## config.mk

```make
export PLATFORM = sky130hd
export DESIGN_NAME = gpio16_edge_irq
export DESIGN_NICKNAME = d
export VERILOG_FILES = /design/src/rtl/gpio16_pkg.sv /design/src/rtl/gpio16_sync.sv /design/src/rtl/gpio16_edge.sv /design/src/rtl/gpio16_regs.sv /design/src/rtl/gpio16_edge_irq.sv
export SDC_FILE = /design/constraint.sdc
export NUM_CORES = 1
export LEC_CHECK = 0
export ABC_AREA = 1
export BUFFER_PORTS_ARGS = -buffer_cell sky130_fd_sc_hd__buf_2
export CAP_MARGIN = 20
export CORE_UTILIZATION = 30
export DETAILED_ROUTE_END_ITERATION = 8
export PLACE_DENSITY = 0.5
export SLEW_MARGIN = 20
export SYNTH_ARGS = -nofsm -noshare
export SYNTH_HDL_FRONTEND = slang
export SYNTH_HIERARCHICAL = 1
export SYNTH_SLANG_ARGS = --single-unit
```

## constraint.sdc

```tcl
create_clock -name clk -period 1.2 [get_ports clk]
set_input_delay 0.06 -clock clk [delete_from_list [all_inputs] [get_ports clk]]
set_output_delay 0.06 -clock clk [all_outputs]
set_load 0.02 [all_outputs]
```

## src/rtl/gpio16_pkg.sv

```systemverilog
package gpio16_pkg;
    localparam int OFF_W = 8;
    localparam logic [OFF_W-1:0] OFF_DIN    = 8'h00;
    localparam logic [OFF_W-1:0] OFF_DOUT   = 8'h04;
    localparam logic [OFF_W-1:0] OFF_DIR    = 8'h08;
    localparam logic [OFF_W-1:0] OFF_EDGE   = 8'h0C;
    localparam logic [OFF_W-1:0] OFF_MASK   = 8'h10;
    localparam logic [OFF_W-1:0] OFF_STAT   = 8'h14;
    localparam logic [OFF_W-1:0] OFF_RDMASK = 8'h18;

    localparam logic [1:0] SIZE_HALF = 2'd1;

    typedef enum logic [1:0] {
        ACC_NONE   = 2'd0,
        ACC_READ   = 2'd1,
        ACC_WRITE  = 2'd2,
        ACC_REJECT = 2'd3
    } acc_kind_t;
endpackage

```

## src/rtl/gpio16_sync.sv

```systemverilog
module gpio16_sync #(
    parameter int WIDTH  = 16,
    parameter int STAGES = 2
) (
    input  logic             clk,
    input  logic             rst_n,
    input  logic [WIDTH-1:0] async_i,
    output logic [WIDTH-1:0] sync_o
);
    logic [WIDTH-1:0] stage_q [STAGES];

    generate
        for (genvar s = 0; s < STAGES; s++) begin : g_stage
            always_ff @(posedge clk or negedge rst_n) begin
                if (!rst_n) begin
                    stage_q[s] <= '0;
                end else if (s == 0) begin
                    stage_q[s] <= async_i;
                end else begin
                    stage_q[s] <= stage_q[(s > 0) ? s - 1 : 0];
                end
            end
        end
    endgenerate

    assign sync_o = stage_q[STAGES-1];
endmodule

```

## src/rtl/gpio16_edge.sv

```systemverilog
module gpio16_edge #(
    parameter int WIDTH = 16
) (
    input  logic             clk,
    input  logic             rst_n,
    input  logic [WIDTH-1:0] level_i,
    input  logic [WIDTH-1:0] is_input_i,
    input  logic [WIDTH-1:0] masked_i,
    input  logic [WIDTH-1:0] rise_sel_i,
    output logic [WIDTH-1:0] hit_o
);
    logic [WIDTH-1:0] prev_q;

    always_ff @(posedge clk or negedge rst_n) begin
        if (!rst_n) prev_q <= '0;
        else        prev_q <= level_i;
    end

    generate
        for (genvar i = 0; i < WIDTH; i++) begin : g_line
            logic went_up, went_down, wanted;
            always_comb begin
                went_up   = level_i[i] & ~prev_q[i];
                went_down = ~level_i[i] & prev_q[i];
                wanted    = rise_sel_i[i] ? went_up : went_down;
                hit_o[i]  = wanted & is_input_i[i] & ~masked_i[i];
            end
        end
    endgenerate
endmodule

```

## src/rtl/gpio16_regs.sv

```systemverilog
module gpio16_regs
    import gpio16_pkg::*;
#(
    parameter int WIDTH  = 16,
    parameter int ADDR_W = 8
) (
    input  logic              clk,
    input  logic              rst_n,
    input  logic              req_i,
    input  logic              we_i,
    input  logic [ADDR_W-1:0] addr_i,
    input  logic [1:0]        size_i,
    input  logic [WIDTH-1:0]  wdata_i,
    input  logic [WIDTH-1:0]  level_i,
    input  logic [WIDTH-1:0]  hit_i,
    output logic [WIDTH-1:0]  rdata_o,
    output logic [WIDTH-1:0]  dout_o,
    output logic [WIDTH-1:0]  dir_o,
    output logic [WIDTH-1:0]  rise_o,
    output logic [WIDTH-1:0]  mask_o,
    output logic [WIDTH-1:0]  status_o
);
    localparam logic [WIDTH-1:0] ALL_ONES = {WIDTH{1'b1}};

    acc_kind_t        acc;
    logic [WIDTH-1:0] dout_q, dir_q, rise_q, mask_q, rdmask_q, status_q;
    logic [WIDTH-1:0] status_d, read_mux, rdata_q;
    logic             wr_stat;

    always_comb begin
        if (!req_i)                   acc = ACC_NONE;
        else if (size_i != SIZE_HALF) acc = ACC_REJECT;
        else if (we_i)                acc = ACC_WRITE;
        else                          acc = ACC_READ;
    end

    assign wr_stat = (acc == ACC_WRITE) && (addr_i == ADDR_W'(OFF_STAT));

    always_comb begin
        status_d = status_q;
        if (wr_stat) status_d = status_q & ~wdata_i;
        status_d = status_d | hit_i;
    end

    always_comb begin
        read_mux = '0;
        case (addr_i)
            ADDR_W'(OFF_DIN):    read_mux = level_i & rdmask_q;
            ADDR_W'(OFF_DOUT):   read_mux = dout_q;
            ADDR_W'(OFF_DIR):    read_mux = dir_q;
            ADDR_W'(OFF_EDGE):   read_mux = rise_q;
            ADDR_W'(OFF_MASK):   read_mux = mask_q;
            ADDR_W'(OFF_STAT):   read_mux = status_q;
            ADDR_W'(OFF_RDMASK): read_mux = rdmask_q;
            default:             read_mux = '0;
        endcase
    end

    always_ff @(posedge clk or negedge rst_n) begin
        if (!rst_n) begin
            dout_q   <= '0;
            dir_q    <= ALL_ONES;
            rise_q   <= '0;
            mask_q   <= ALL_ONES;
            rdmask_q <= ALL_ONES;
            status_q <= '0;
            rdata_q  <= '0;
        end else begin
            status_q <= status_d;
            unique case (acc)
                ACC_NONE: ;
                ACC_READ:   rdata_q <= read_mux;
                ACC_REJECT: rdata_q <= '0;
                ACC_WRITE: begin
                    case (addr_i)
                        ADDR_W'(OFF_DOUT):   dout_q   <= wdata_i;
                        ADDR_W'(OFF_DIR):    dir_q    <= wdata_i;
                        ADDR_W'(OFF_EDGE):   rise_q   <= wdata_i;
                        ADDR_W'(OFF_MASK):   mask_q   <= wdata_i;
                        ADDR_W'(OFF_RDMASK): rdmask_q <= wdata_i;
                        default: ;
                    endcase
                end
            endcase
        end
    end

    assign rdata_o  = rdata_q;
    assign dout_o   = dout_q;
    assign dir_o    = dir_q;
    assign rise_o   = rise_q;
    assign mask_o   = mask_q;
    assign status_o = status_q;


    status_qual_chk: assert property (@(posedge clk) disable iff (!rst_n)
        ((status_q & ~$past(status_q)) & ~($past(dir_q) & ~$past(mask_q))) == '0);


    reject_nowrite_chk: assert property (@(posedge clk) disable iff (!rst_n)
        (req_i && size_i != SIZE_HALF) |=> ($stable(dout_q) && $stable(dir_q)
            && $stable(rise_q) && $stable(mask_q) && $stable(rdmask_q)));


    clear_all_chk: assert property (@(posedge clk) disable iff (!rst_n)
        (wr_stat && (&wdata_i) && hit_i == '0) |=> (status_q == '0));
endmodule

```

## src/rtl/gpio16_edge_irq.sv

```systemverilog
module gpio16_edge_irq
    import gpio16_pkg::*;
#(
    parameter int WIDTH       = 16,
    parameter int ADDR_W      = 8,
    parameter int SYNC_STAGES = 2
) (
    input  logic              clk,
    input  logic              rst_n,
    input  logic              bus_req,
    input  logic              bus_we,
    input  logic [ADDR_W-1:0] bus_addr,
    input  logic [1:0]        bus_size,
    input  logic [WIDTH-1:0]  bus_wdata,
    output logic [WIDTH-1:0]  bus_rdata,
    input  logic [WIDTH-1:0]  pin_in,
    output logic [WIDTH-1:0]  pin_out,
    output logic              irq_o
);
    logic [WIDTH-1:0] level, hit, dout, dir, rise, mask, status;

    gpio16_sync #(.WIDTH(WIDTH), .STAGES(SYNC_STAGES)) u_sync (
        .clk(clk), .rst_n(rst_n), .async_i(pin_in), .sync_o(level)
    );

    gpio16_edge #(.WIDTH(WIDTH)) u_edge (
        .clk(clk), .rst_n(rst_n), .level_i(level), .is_input_i(dir),
        .masked_i(mask), .rise_sel_i(rise), .hit_o(hit)
    );

    gpio16_regs #(.WIDTH(WIDTH), .ADDR_W(ADDR_W)) u_regs (
        .clk(clk), .rst_n(rst_n), .req_i(bus_req), .we_i(bus_we),
        .addr_i(bus_addr), .size_i(bus_size), .wdata_i(bus_wdata),
        .level_i(level), .hit_i(hit), .rdata_o(bus_rdata),
        .dout_o(dout), .dir_o(dir), .rise_o(rise), .mask_o(mask),
        .status_o(status)
    );

    assign pin_out = dout & ~dir;
    assign irq_o   = |status;


    out_gate_chk: assert property (@(posedge clk) disable iff (!rst_n)
        (bus_req && bus_we && bus_size == SIZE_HALF && bus_addr == ADDR_W'(OFF_DIR))
        |=> ((pin_out & $past(bus_wdata)) == '0));
endmodule

```

# Word level (Yosys, flattened, before mapping)
# Index checks and enable logic that the tools add are counted.
[word_totals]
wordCells = 169
regBits = 160
[classes]
n_eq_ne = 10
muxes = 22
reduce_logical = 9
bitwise_logic = 118
[op_table]
columns = ["op", "n"]
rows = [
  ["16-bit case mux with 7 select lines", 1],
  ["1-bit bitwise AND", 64],
  ["16-bit bitwise AND", 3],
  ["1-bit inverter", 48],
  ["16-bit inverter", 2],
  ["16-bit case mux with 2 select lines", 1],
  ["8-bit by 5-bit equality test with 1-bit output (second input constant)", 3],
  ["8-bit by 4-bit equality test with 1-bit output (second input constant)", 2],
  ["1-bit two-way mux", 16],
  ["16-bit two-way mux", 1],
  ["16-bit OR", 1],
  ["16-bit OR reduction", 1],
  ["2-bit AND reduction", 5],
  ["8-bit by 3-bit equality test with 1-bit output (second input constant)", 1],
  ["8-bit zero test", 1],
  ["2-bit two-way mux", 3],
  ["2-bit equality test (second input constant)", 2],
  ["2-bit by 1-bit equality test with 1-bit output (second input constant)", 1],
  ["2-bit by 1-bit inequality test with 1-bit output (second input constant)", 1],
  ["2-bit nonzero test", 1],
  ["1-bit logical AND", 1],
]

# Longest topological paths before layout
# Gate-level depths: netlist (run 1).
[logic_depth]
word_depth = 7
depth_mapped = 10
ltp_nobuf = 9

# Modules after synthesis
# Netlist (run 1), hierarchy kept.
[modules_own_cells]
columns = ["mod", "instances", "seq_area_each_um2", "area_each_um2", "cells_per_inst"]
rows = [
  ["gpio16_regs", 1, 2862.7, 5440.2, 684],
  ["gpio16_edge", 1, 400.4, 939.7, 143],
  ["gpio16_sync", 1, 800.8, 920.9, 48],
  ["gpio16_edge_irq", 1, 0.0, 176.4, 47],
]

# Least setup slack after synthesis (run 1)
# OpenSTA, ideal clock, no wires.
[synth_timing]
kind = "input -> register"
start = "in bus_size[1]"
end = "reg u_regs.status_q[10], in the netlist u_regs/status_o[10]"
setup_ns = 0.120
cell_stages = 9
slack_ns = 0.106
path_buffers = 1
arrival_ns = 0.974
path_cell_list = "inv_2 > nand3_1 > nand2_2 > inv_2 > nor2_8 > nand3_4 > buf_6 > o21ai_1 > nand2_1"
[synth_between]
elab_chain_cells = 7
[synth_rtl]
columns = ["element", "line", "rtl"]
rows = [
  ["start, declared", "gpio16_edge_irq.sv:13", "input logic [1:0] bus_size,"],
  ["2-bit by 1-bit inequality test with 1-bit output", "gpio16_regs.sv:32", "else if (size_i != SIZE_HALF) acc = ACC_REJECT;"],
  ["2-bit two-way mux", "gpio16_regs.sv:32", ""],
  ["2-bit two-way mux", "gpio16_regs.sv:31", "if (!req_i) acc = ACC_NONE;"],
  ["2-bit equality test", "gpio16_regs.sv:37", "assign wr_stat = (acc == ACC_WRITE) && (addr_i == ADDR_W'(OFF_STAT));"],
  ["1-bit logical AND", "gpio16_regs.sv:37", ""],
  ["16-bit two-way mux", "gpio16_regs.sv:41", "if (wr_stat) status_d = status_q & ~wdata_i;"],
  ["16-bit OR", "gpio16_regs.sv:42", "status_d = status_d | hit_i;"],
  ["named net u_regs.status_d[10]", "gpio16_regs.sv:27", "logic [WIDTH-1:0] status_d, read_mux, rdata_q;"],
  ["end signal, assigned", "gpio16_regs.sv:69", "status_q <= status_d;"],
  ["end, declared", "gpio16_regs.sv:26", "logic [WIDTH-1:0] dout_q, dir_q, rise_q, mask_q, rdmask_q, status_q;"],
]
# The timed path passes the listed nets, and every way through them passes these cells.
# A chain may end at the register's enable or synchronous reset.

# Worst setup path after layout (run 1)
[layout_timing]
start = "reg u_regs.status_q[5], in the netlist u_regs/status_o[5]"
end = "out irq_o"
[layout_between]
elab_chain_cells = 1
[layout_rtl]
columns = ["element", "line", "rtl"]
rows = [
  ["16-bit OR reduction", "gpio16_edge_irq.sv:40", "assign irq_o = |status;"],
  ["end, declared", "gpio16_edge_irq.sv:18", "output logic irq_o"],
]
# Every way passes these cells.

==> results of run 1 <==
==> worst min-delay path by stage <==
stage                            start                 end  slack, ps  cells past startpoint
after global placement           rst_n  u_sync/stage_q[17]         20                      1
after global routing      bus_wdata[7]     u_regs/dir_o[7]         40                      3
after floorplan                  rst_n    u_edge/prev_q[0]       -240                      0
final                     bus_wdata[7]  u_regs/rdmask_q[7]         20                      3
after CTS                 bus_wdata[7]  u_regs/rdmask_q[7]          5                      3
after detailed placement         rst_n  u_sync/stage_q[17]         20                      1
==> report_power, final <==
| group | leakage, uW | total (uW) | internal, uW | switching, uW |
|---|---|---|---|---|
| Clock | 0.000272 | 5170 | 2800 | 2380 |
| Combinational | 0.00242 | 905 | 389 | 516 |
| Sequential | 0.00186 | 5740 | 5610 | 136 |
| Total | 0.00456 | 11800 | 8790 | 3030 |
==> cell usage in the layout, fill, tap and decap left out, types with 32 or more instances in the layout <==
cell / n
nand3_1: 141
buf_4: 59
nand2_1: 237
nor2_1: 56
o21ai_1: 96
inv_1: 113
buf_2: 60
dfstp_2: 48
dlygate4sd3_1: 32
dfrtp_1: 112
==> cell families (layout without fill, tap and decap cells) <==
logic type             after synthesis  after routing
AOI/OAI and AO/OA                  113            113
and+or+nand+nor                    474            474
buffers and inverters              175            347
DFF                                160            160
==> final cells by class <==
cell class | count | share of cell area (%)
Sequential cell | 160 | 40.8
Multi-Input combinational cell | 587 | 27.3
Timing Repair Buffer | 195 | 17.6
Clock buffer | 19 | 4.55
Inverter | 120 | 4.53
Tap cell | 324 | 4.07
Clock inverter | 13 | 1.07
==> worst register-to-register path: stages, from the launching register on <==
cell and delay, ps:
dfstp_2 540, buf_4 130, nand3_1 70, nand2_1 70, nor2_1 40, nand2_1 80
nand3_1 70, nand2_1 60
==> registers in the layout (all words and copies together), names as in the netlist <==
signal	cells
u_edge/prev_q	16
u_regs/dir_o	16
u_regs/dout_o	16
u_regs/mask_o	16
u_regs/rdata_o	16
u_regs/rdmask_q	16
u_regs/rise_o	16
u_regs/status_o	16
u_sync/stage_q	16
u_sync/sync_o	16
==> per-layer routing <==
layer,share of wire (%),track usage (%),vias up
li1,-,-,3223
met1,50,24.5,2957
met2,44,26.4,145
met3,3.9,2.62,23
met4,1.7,6.10,0
met5,0,0,-
==> metrics by stage <==
stage	worst slack (ps)	std cells	area, um^2
2_1_floorplan	106	922	7480
3_3_place_gp	-152	1323	8650
5_1_grt	-330	1418	9950
3_5_place_dp	-193	1323	8650
6_report	-268	1418	9950
4_1_cts	-346	1410	9830
==> repair_timing <==
item	CTS	global route
endpoints found under the setup margin	17	23
setup buffers	24	9
pin swaps	15	15
gates resized for setup	45	17
endpoints found under the hold margin	205	0
hold buffers	32	0
==> metrics.log, run 1 <==
[metrics] routability cong.: 0.805
[metrics] outcome: finished, violations left
[metrics] effective utilization at floorplan: 30.7%
[metrics] detailed placer's ending HPWL: 14200 um
[metrics] clk_lat worst skew: 430 ps
[metrics] Buf/Inv on CP: 1
[metrics] beginning of the worst register-to-register path: u_regs/dir_o[6]
[metrics] share of synthesized area occupied by flip-flops and latches: 54.4%
[metrics] RSZ-0062 raised after global routing: true
[metrics] total number of placement rows: 57
[metrics] deepest clock path buffer count: 2
[metrics] detailed-route wire length: 21000 um
[metrics] number of failing setup endpoints in the final timing report: 8
[metrics] asr flop ratio synth: 100%
[metrics] most frequently used flop master after synthesis: dfrtp_1
[metrics] compound-cell area share of the yosys netlist: 7.66%
[metrics] dominant cells by area after synthesis: dfrtp_1 (37%), dfstp_2 (17%), nand2_1 (12%)
[metrics] clock tree from TritonCTS: yes
[metrics] area overhead of the layout relative to synthesis: 33.1%
[metrics] die width: 160 um
[metrics] mean cell area of the mapped netlist: 8.11 um^2
[metrics] number of iterations in the first detailed-routing pass: 4
[metrics] gr ovfl total: 0
[metrics] end of the worst register-to-register path: u_regs/rdata_o[6]
[metrics] antenna violations before repair: 0
[metrics] worst hold slack across all endpoints: 19.8 ps
[metrics] power density over cell area: 1190 nW/um^2
[metrics] kind of start point of the critical path: flip-flop
[metrics] post-synthesis share of cell area spent on full adders, half adders and majority gates: 0%
[metrics] post-synthesis share of cell area spent on and, or, nand and nor gates: 27.7%
[metrics] detailed router's first-iteration violation count: 436
[metrics] headroom to the max-slew limit: 71.3%
[metrics] Post-synth EDFFs: 0
[metrics] library cell with the highest instance count after synthesis: nand2_1
[metrics] sequential cell area: 4060 um^2
[metrics] final antenna diode count: 0
[metrics] Final ANT Viol Nets: 0
[metrics] post-synth top area share: 37.5%
[metrics] final setup TNS: -348 ps
[metrics] Port Buffer Count: 78
[metrics] Setup CP Type: flip-flop to output port
[metrics] number of clock buffers inserted by TritonCTS: 17
[metrics] slew at the pin with the worst max-slew slack: 430 ps
[metrics] maximum fanout encountered on the critical timing path: 3
[metrics] most frequent CP cell: nor2_2
[metrics] final worst slack: -268 ps
[metrics] number of synthesized register bits: 160
[metrics] y dimension of the die: 160 um
[metrics] via/cell ratio: 4.48
[metrics] count of pins over their slew limit: 0
[metrics] Hold Crit Class: input pin to flip-flop
[metrics] post-route clock period utilization: 122%
[metrics] Worst Reg-to-Reg Cells: 7
[metrics] via count of the first global-routing pass: 6065
[metrics] Crit path largest cell delay: 410 ps
[metrics] most instantiated cells after synthesis: nand2_1 (238), nand3_1 (144), inv_1 (113), dfrtp_1 (112), o21ai_1 (96)
[metrics] fillcell total: 2469
[metrics] cell taking the most area after synthesis: dfrtp_1
[metrics] number of max-cap violations: 0
[metrics] area of the mapped netlist: 7480 um^2
[metrics] remaining design rule violation count: 0
[metrics] synthesized netlist cell count: 922
[metrics] Slowest cell on crit path: dfrtp_1
[metrics] Ys Warns: 6
[metrics] share of cell area taken by muxes after synthesis: 0%
[metrics] ratio of cells with drive above 1 in the final layout: 26.6%
[metrics] worst setup path start: u_regs/status_o[5]
[metrics] overall power of the completed layout: 11800 uW
[metrics] Fin. Hold Viols: 0
[metrics] fraction of the core area covered by cells at the end of the flow: 40.8%
[metrics] synthesized netlist net count: 968
[metrics] number of logic stages on the critical path including buffering: 5
[metrics] clock transition time at the flip-flop clock pins of the worst setup and hold paths: 70 ps
[metrics] multi-input combinational cell area: 2720 um^2
[metrics] Peak supply drop: 0.600 mV
[metrics] Top Ports: 79
[metrics] maximum frequency from static timing analysis: 681 MHz
[metrics] Worst Path Required: 1140 ps
[metrics] CTS root buf: clkbuf_16
[metrics] main combinational cell family by area after synthesis: simple AND/OR/NAND/NOR gates
[metrics] detail-routed net length per standard cell: 14.8 um
[metrics] cells traversed along the worst timing path: nor2_2 -> nand2_1 -> nor2_2 -> nand2_2 -> buf_6
[metrics] number of distinct library cells after synthesis: 24
[metrics] Core Area: 24400 um^2
[metrics] CP top delay family: simple AND/OR/NAND/NOR gates
[metrics] reg2reg setup slack: 80 ps
[metrics] leakage power of the design: 0.00456 uW
[metrics] largest net degree at the start of global routing: 37
[metrics] overall routing resource usage: 17.2%
[metrics] H-tree depth reported by CTS: 4
[metrics] first-pass GRT wire length: 33800 um
[metrics] Arrival @ worst endpoint: 1410 ps
[metrics] final-stage net count: 1127
[metrics] Die Area: 25600 um^2
[metrics] vias post-DR: 6348
[metrics] clock net sink count: 160
[metrics] xor/xnor share of the synthesized area: 0%
[metrics] element type at the critical path end: output port
[metrics] Worst setup endpoint: irq_o
[metrics] shortest clock period the worst path allows after layout: 1470 ps
[metrics] violated checks: setup timing
[metrics] post-route clock skew: 7.25 ps
(Power assumes the default switching activity.)
==> run 2, diff against run 1 <==
--- a/config.mk
+++ b/config.mk
@@ -8,6 +8,7 @@
 export ABC_AREA = 1
 export BUFFER_PORTS_ARGS = -buffer_cell sky130_fd_sc_hd__buf_2
 export CAP_MARGIN = 20
+export CORE_ASPECT_RATIO = 1.2
 export CORE_UTILIZATION = 30
 export DETAILED_ROUTE_END_ITERATION = 8
 export PLACE_DENSITY = 0.5
==> run 2 against run 1 <==
  * The flow still finishes with violations (setup timing)
  * Flip-flop and latch count stayed put
  * Critical endpoint unchanged
  * Global-route usage rose by 0.11 points
  * Non-clock buffer count down 18
  * Via count is 0.85% higher
  * Clock skew rose by 0.67 ps
  * Critical path depth did not move
  * Utilization decreased by 0.37 points
  * Combinational power down 2%
  * Power rose by 0.75%
  * Worst setup slack better by 27 ps
  * Wire length fell by 2.0%
==> metrics.log, run 2 (synthesized netlist as in run 1, its figures left out) <==
[metrics] number of iterations in the first detailed-routing pass: 6
[metrics] most common cell after layout, fill and taps aside: nand2_1
[metrics] first-pass GRT wire length: 33700 um
[metrics] via/cell ratio: 4.59
[metrics] switching power: 2990 uW
[metrics] post-route clock skew: 7.92 ps
[metrics] number of max-cap violations: 0
[metrics] die width: 146 um
[metrics] maximum fanout encountered on the critical timing path: 3
[metrics] Die Area: 25600 um^2
[metrics] Arrival @ worst endpoint: 1380 ps
[metrics] RSZ-0062 raised after global routing: true
[metrics] Hold Path Depth: 3
[metrics] destination of the worst hold path: u_regs/rise_o[14]
[metrics] post-route clock period utilization: 120%
[metrics] deepest clock path buffer count: 2
[metrics] clk_lat worst skew: 440 ps
[metrics] CTS root buf: clkbuf_16
[metrics] detailed placer's ending HPWL: 13600 um
[metrics] y dimension of the die: 175 um
[metrics] element type at the critical path end: output port
[metrics] remaining design rule violation count: 0
[metrics] gr ovfl total: 0
[metrics] antenna violations before repair: 0
[metrics] Setup CP Type: flip-flop to output port
[metrics] Min-Delay Startpoint: bus_wdata[14]
[metrics] outcome: finished, violations left
[metrics] Top Ports: 79
[metrics] Hold Crit Class: input pin to flip-flop
[metrics] detail-routed net length per standard cell: 14.7 um
[metrics] power share of the clock group: 44.3%
[metrics] post-route cell area: 9780 um^2
[metrics] power density over cell area: 1220 nW/um^2
[metrics] number of clock buffers inserted by TritonCTS: 17
[metrics] H-tree depth reported by CTS: 4
[metrics] final antenna diode count: 0
[metrics] total number of placement rows: 62
[metrics] leakage power of the design: 0.00445 uW
[metrics] via count of the first global-routing pass: 6318
[metrics] Port Buffer Count: 78
[metrics] violated checks: setup timing
[metrics] clock transition time at the flip-flop clock pins of the worst setup and hold paths: 70 ps
[metrics] overall routing resource usage: 17.3%
[metrics] Fin. Hold Viols: 0
[metrics] headroom to the max-slew limit: 76.7%
[metrics] final-stage net count: 1109
[metrics] routability cong.: 0.783
[metrics] clock tree from TritonCTS: yes
[metrics] beginning of the worst register-to-register path: u_regs/dir_o[10]
[metrics] shortest clock period the worst path allows after layout: 1440 ps
[metrics] reg2reg setup slack: 50 ps
[metrics] detailed-route wire length: 20600 um
[metrics] largest net degree at the start of global routing: 35
[metrics] top library cells by usage in the layout, fill and taps aside: nand2_1 (236), nand3_1 (139), inv_1 (113)
[metrics] area overhead of the layout relative to synthesis: 30.8%
[metrics] Final ANT Viol Nets: 0
[metrics] Worst Path Required: 1140 ps
[metrics] slew at the pin with the worst max-slew slack: 349 ps
[metrics] Peak supply drop: 0.982 mV
[metrics] end of the worst register-to-register path: u_regs/rdata_o[10]
[metrics] final worst slack: -242 ps
[metrics] internal power summed over all cells: 8920 uW
[metrics] Worst Reg-to-Reg Cells: 7
[metrics] effective utilization at floorplan: 30.9%
[metrics] maximum frequency from static timing analysis: 694 MHz
[metrics] ratio of cells with drive above 1 in the final layout: 25.5%
[metrics] combinational power share: 7.5%
[metrics] fillcell total: 2499
[metrics] vias post-DR: 6402
[metrics] Core Area: 24200 um^2
[metrics] fraction of the core area covered by cells at the end of the flow: 40.4%
[metrics] area of placed instances: 8500 um^2
[metrics] detailed router's first-iteration violation count: 507
[metrics] kind of start point of the critical path: flip-flop
[metrics] sequential share of power: 48.2%
[metrics] number of failing setup endpoints in the final timing report: 7
[metrics] clock net sink count: 160
[metrics] fraction of power spent switching nets: 25.1%
[metrics] count of pins over their slew limit: 0
==> run 2: cell count changes in the layout (fill, tap and decap cells not counted), moves of 2 or more <==
cell / before / now
buf_6: 22 / 20
nand3_1: 141 / 139
nor2_2: 19 / 17
clkinv_4: 5 / 2
nand3_2: 8 / 10
nor2_1: 56 / 58
buf_4: 59 / 46
buf_12: 22 / 19
==> run 2: power by group through the flow <==
stage,registers (uW),clock network (uW),logic (uW)
5_1_grt,5770,5670,996
6_report,5740,5280,889
3_5_place_dp,5840,0,743
3_3_place_gp,5840,0,737
4_1_cts,5740,5450,885
2_1_floorplan,5780,0,387
==> run 2: layer usage <==
layer	share of wire [%]	vias up	track usage, %
met5	0	-	0
met4	1.9	0	5.99
met3	4.1	25	3.60
met2	48	150	28.3
met1	46	3042	22.7
li1	-	3185	-
==> run 2: worst max-delay path by stage <==
stage | endpoint | cells after the start | slack, ps | start
after global placement | u_regs/rdata_o[5] | 11 | -130 | bus_addr[6]
after floorplan | u_regs/status_o[10] | 9 | 110 | bus_size[1]
final | irq_o | 5 | -240 | u_regs/status_o[13]
after global routing | irq_o | 5 | -350 | u_regs/status_o[0]
after detailed placement | u_regs/status_o[0] | 8 | -150 | bus_addr[3]
after CTS | irq_o | 5 | -300 | u_regs/status_o[2]
==> run 2: critical path: stages, from the launching register on <==
cell     delay, ps
dfrtp_1        400
nor2_1         120
nand2_1         80
nor2_1         130
nand2_2         80
buf_6          140
==> run 2: cell type report <==
| class | count | area [um^2] | share of cell area, % |
|---|---|---|---|
| Multi-Input combinational cell | 587 | 2730 | 27.9 |
| Tap cell | 320 | 400 | 4.09 |
| Clock buffer | 18 | 439 | 4.49 |
| Inverter | 120 | 450 | 4.60 |
| Sequential cell | 160 | 4060 | 41.5 |
| Clock inverter | 14 | 131 | 1.34 |
| Timing Repair Buffer | 177 | 1570 | 16.1 |
==> run 2: timing repair <==
action,4_1_cts,5_1_grt
hold buffers,32,0
setup endpoints to repair,17,23
buffers inserted,19,8
resized for setup,39,22
pin swaps,19,19
endpoints found under the hold margin,205,0
==> run 2: stage by stage <==
stage | power, uW | cells | setup slack [ps] | hold WS, ps | setup TNS (ps)
floorplan | 6170 | 922 | 106 | -236 | 0
global placement | 6580 | 1305 | -132 | -17.0 | -6450
detailed placement | 6590 | 1305 | -152 | -18.4 | -7570
CTS | 12100 | 1388 | -302 | 4.38 | -724
global route | 12400 | 1396 | -346 | 18.0 | -1070
finish | 11900 | 1396 | -242 | 19.3 | -334
==> run 3, diff against run 2 <==
--- a/config.mk
+++ b/config.mk
@@ -9,9 +9,9 @@
 export BUFFER_PORTS_ARGS = -buffer_cell sky130_fd_sc_hd__buf_2
 export CAP_MARGIN = 20
 export CORE_ASPECT_RATIO = 1.2
-export CORE_UTILIZATION = 30
+export CORE_UTILIZATION = 55
 export DETAILED_ROUTE_END_ITERATION = 8
-export PLACE_DENSITY = 0.5
+export PLACE_DENSITY = 0.79
 export SLEW_MARGIN = 20
 export SYNTH_ARGS = -nofsm -noshare
 export SYNTH_HDL_FRONTEND = slang
==> run 3 against run 2 <==
  * The run still ends with setup timing left
  * Worst setup slack worse by 74 ps
  * Critical path depth unchanged
  * Via count up 6.5%
  * Flip-flop and latch count did not move
  * Sequential share of layout area rose by 0.39 points
  * Clock power up 13%
  * Final cell count decreased by 10%
  * Highest routed layer unchanged
  * Combinational power is 0.4% lower
  * Sequential power barely moved
  * Critical endpoint unchanged
  * Count of clock-buffer cells in the layout up 1
  * Largest power group is now clock
  * Maximum frequency is 4.9% lower
==> metrics.log, run 3 (synthesized netlist as in run 1, its figures left out) <==
[metrics] effective utilization at floorplan: 56.5%
[metrics] maximum fanout encountered on the critical timing path: 3
[metrics] final-stage net count: 1115
[metrics] detailed router's first-iteration violation count: 637
[metrics] maximum frequency from static timing analysis: 660 MHz
[metrics] die width: 108 um
[metrics] fraction of the core area covered by cells at the end of the flow: 73.2%
[metrics] most common cell after layout, fill and taps aside: nand2_1
[metrics] Fin. Hold Viols: 0
[metrics] most frequent CP cell: nor2_1
[metrics] H-tree depth reported by CTS: 4
[metrics] clock net sink count: 160
[metrics] post-route clock skew: 6.69 ps
[metrics] Slowest cell on crit path: dfrtp_1
[metrics] number of clock buffers inserted by TritonCTS: 17
[metrics] cells traversed along the worst timing path: nor2_1 -> nand2_1 -> nor2_1 -> nand2_2 -> buf_6
[metrics] Worst Path Required: 1140 ps
[metrics] remaining design rule violation count: 0
[metrics] largest net degree at the start of global routing: 43
[metrics] Setup CP Type: flip-flop to output port
[metrics] number of iterations in the first detailed-routing pass: 6
[metrics] Die Area: 14100 um^2
[metrics] first-pass GRT wire length: 32100 um
[metrics] element type at the critical path end: output port
[metrics] number of max-cap violations: 0
[metrics] Peak supply drop: 0.918 mV
[metrics] total number of placement rows: 46
[metrics] kind of start point of the critical path: flip-flop
[metrics] overall routing resource usage: 29.9%
[metrics] count of pins over their slew limit: 0
[metrics] top library cells by usage in the layout, fill and taps aside: nand2_1 (236), nand3_1 (139), inv_1 (113)
[metrics] final antenna diode count: 0
[metrics] antenna violations before repair: 0
[metrics] overall power of the completed layout: 12600 uW
[metrics] shortest clock period the worst path allows after layout: 1520 ps
[metrics] vias post-DR: 6821
[metrics] clock transition time at the flip-flop clock pins of the worst setup and hold paths: 60 ps
[metrics] slew at the pin with the worst max-slew slack: 347 ps
[metrics] power density over cell area: 1300 nW/um^2
[metrics] final worst slack: -315 ps
[metrics] CP top delay family: simple AND/OR/NAND/NOR gates
[metrics] via count of the first global-routing pass: 6718
[metrics] clock tree from TritonCTS: yes
[metrics] detailed-route wire length: 19800 um
[metrics] area overhead of the layout relative to synthesis: 29.6%
[metrics] gr ovfl total: 0
[metrics] violated checks: setup timing
[metrics] clk_lat worst skew: 440 ps
[metrics] ratio of cells with drive above 1 in the final layout: 25.1%
[metrics] y dimension of the die: 130 um
[metrics] detailed placer's ending HPWL: 12500 um
[metrics] RSZ-0062 raised after global routing: true
[metrics] post-route clock period utilization: 126%
[metrics] detail-routed net length per standard cell: 15.8 um
[metrics] Top Ports: 79
[metrics] routability cong.: 0.819
[metrics] number of failing setup endpoints in the final timing report: 13
[metrics] Arrival @ worst endpoint: 1460 ps
[metrics] via/cell ratio: 5.46
[metrics] Crit path largest cell delay: 410 ps
[metrics] outcome: finished, violations left
[metrics] Core Area: 13200 um^2
[metrics] CTS root buf: clkbuf_16
[metrics] deepest clock path buffer count: 2
[metrics] headroom to the max-slew limit: 76.9%
[metrics] leakage power of the design: 0.00451 uW
[metrics] Buf/Inv on CP: 1
[metrics] Hold Crit Class: input pin to asynchronous set/reset pin
[metrics] Final ANT Viol Nets: 0
[metrics] Port Buffer Count: 78
## run 3: final cells by class
| type | count | area, um^2 |
|---|---|---|
| flip-flops and latches | 160 | 4060 |
| fillers | 945 | 3550 |
| multi-input cells | 587 | 2710 |
| repair buffers | 183 | 1600 |
| clock buffers | 19 | 453 |
| inverters | 120 | 450 |
| well taps | 168 | 210 |
| clock inverters | 13 | 209 |
## run 3: path summary, 6_finish.rpt
path	from	end	slack, ps	depth (start not counted)
max	u_regs/status_o[3]	irq_o	-320	5
min	rst_n	u_sync/stage_q[23]	90	2
max reg2reg	u_regs/dir_o[1]	u_regs/rdata_o[1]	40	7
min reg2reg	u_sync/stage_q[20]	u_sync/sync_o[4]	350	0
max in group asynchronous	rst_n	u_regs/dir_o[4]	540	3
min in group clk	bus_req	u_regs/rdata_o[5]	180	5
## run 3: where the power goes
group          internal, uW  switching, uW
sequential             5610            139
combinational           373            512
clock                  3800           2180
total                  9790           2830
## run 3: stage by stage
step	setup slack, ps	cells	cell area (um^2)	setup TNS, ps	hold slack [ps]
floorplan	106	922	7480	0	-236
global placement	-76.2	1157	8340	-3390	-29.8
detailed placement	-118	1157	8340	-6520	-23.6
global route	-391	1250	9690	-1050	142
finish	-315	1250	9690	-475	89.5
CTS	-290	1242	9550	-566	94.3
## run 3: timing repair
| item | CTS | global route |
|---|---|---|
| pin swaps | 16 | 21 |
| endpoints found under the hold margin | 208 | 0 |
| buffers inserted | 21 | 9 |
| setup endpoints to repair | 17 | 22 |
| hold buffers | 33 | 0 |
| gates resized for setup | 26 | 22 |
## run 3: routing by layer
layer	part of all wire [%]	GRT usage (%)	up-vias
met5	0	0	-
li1	-	-	3208
met4	2.6	13.0	0
met3	7.4	7.44	56
met1	41	37.4	3261
met2	49	49.3	296
## run 3: worst reg2reg max path: stages (launching register included)
cell     delay, ps
dfstp_2        540
buf_6          100
nand3_2         70
nand2_1         70
nor2_1          50
nand2_1         90
nand3_1         80
nand2_1         80
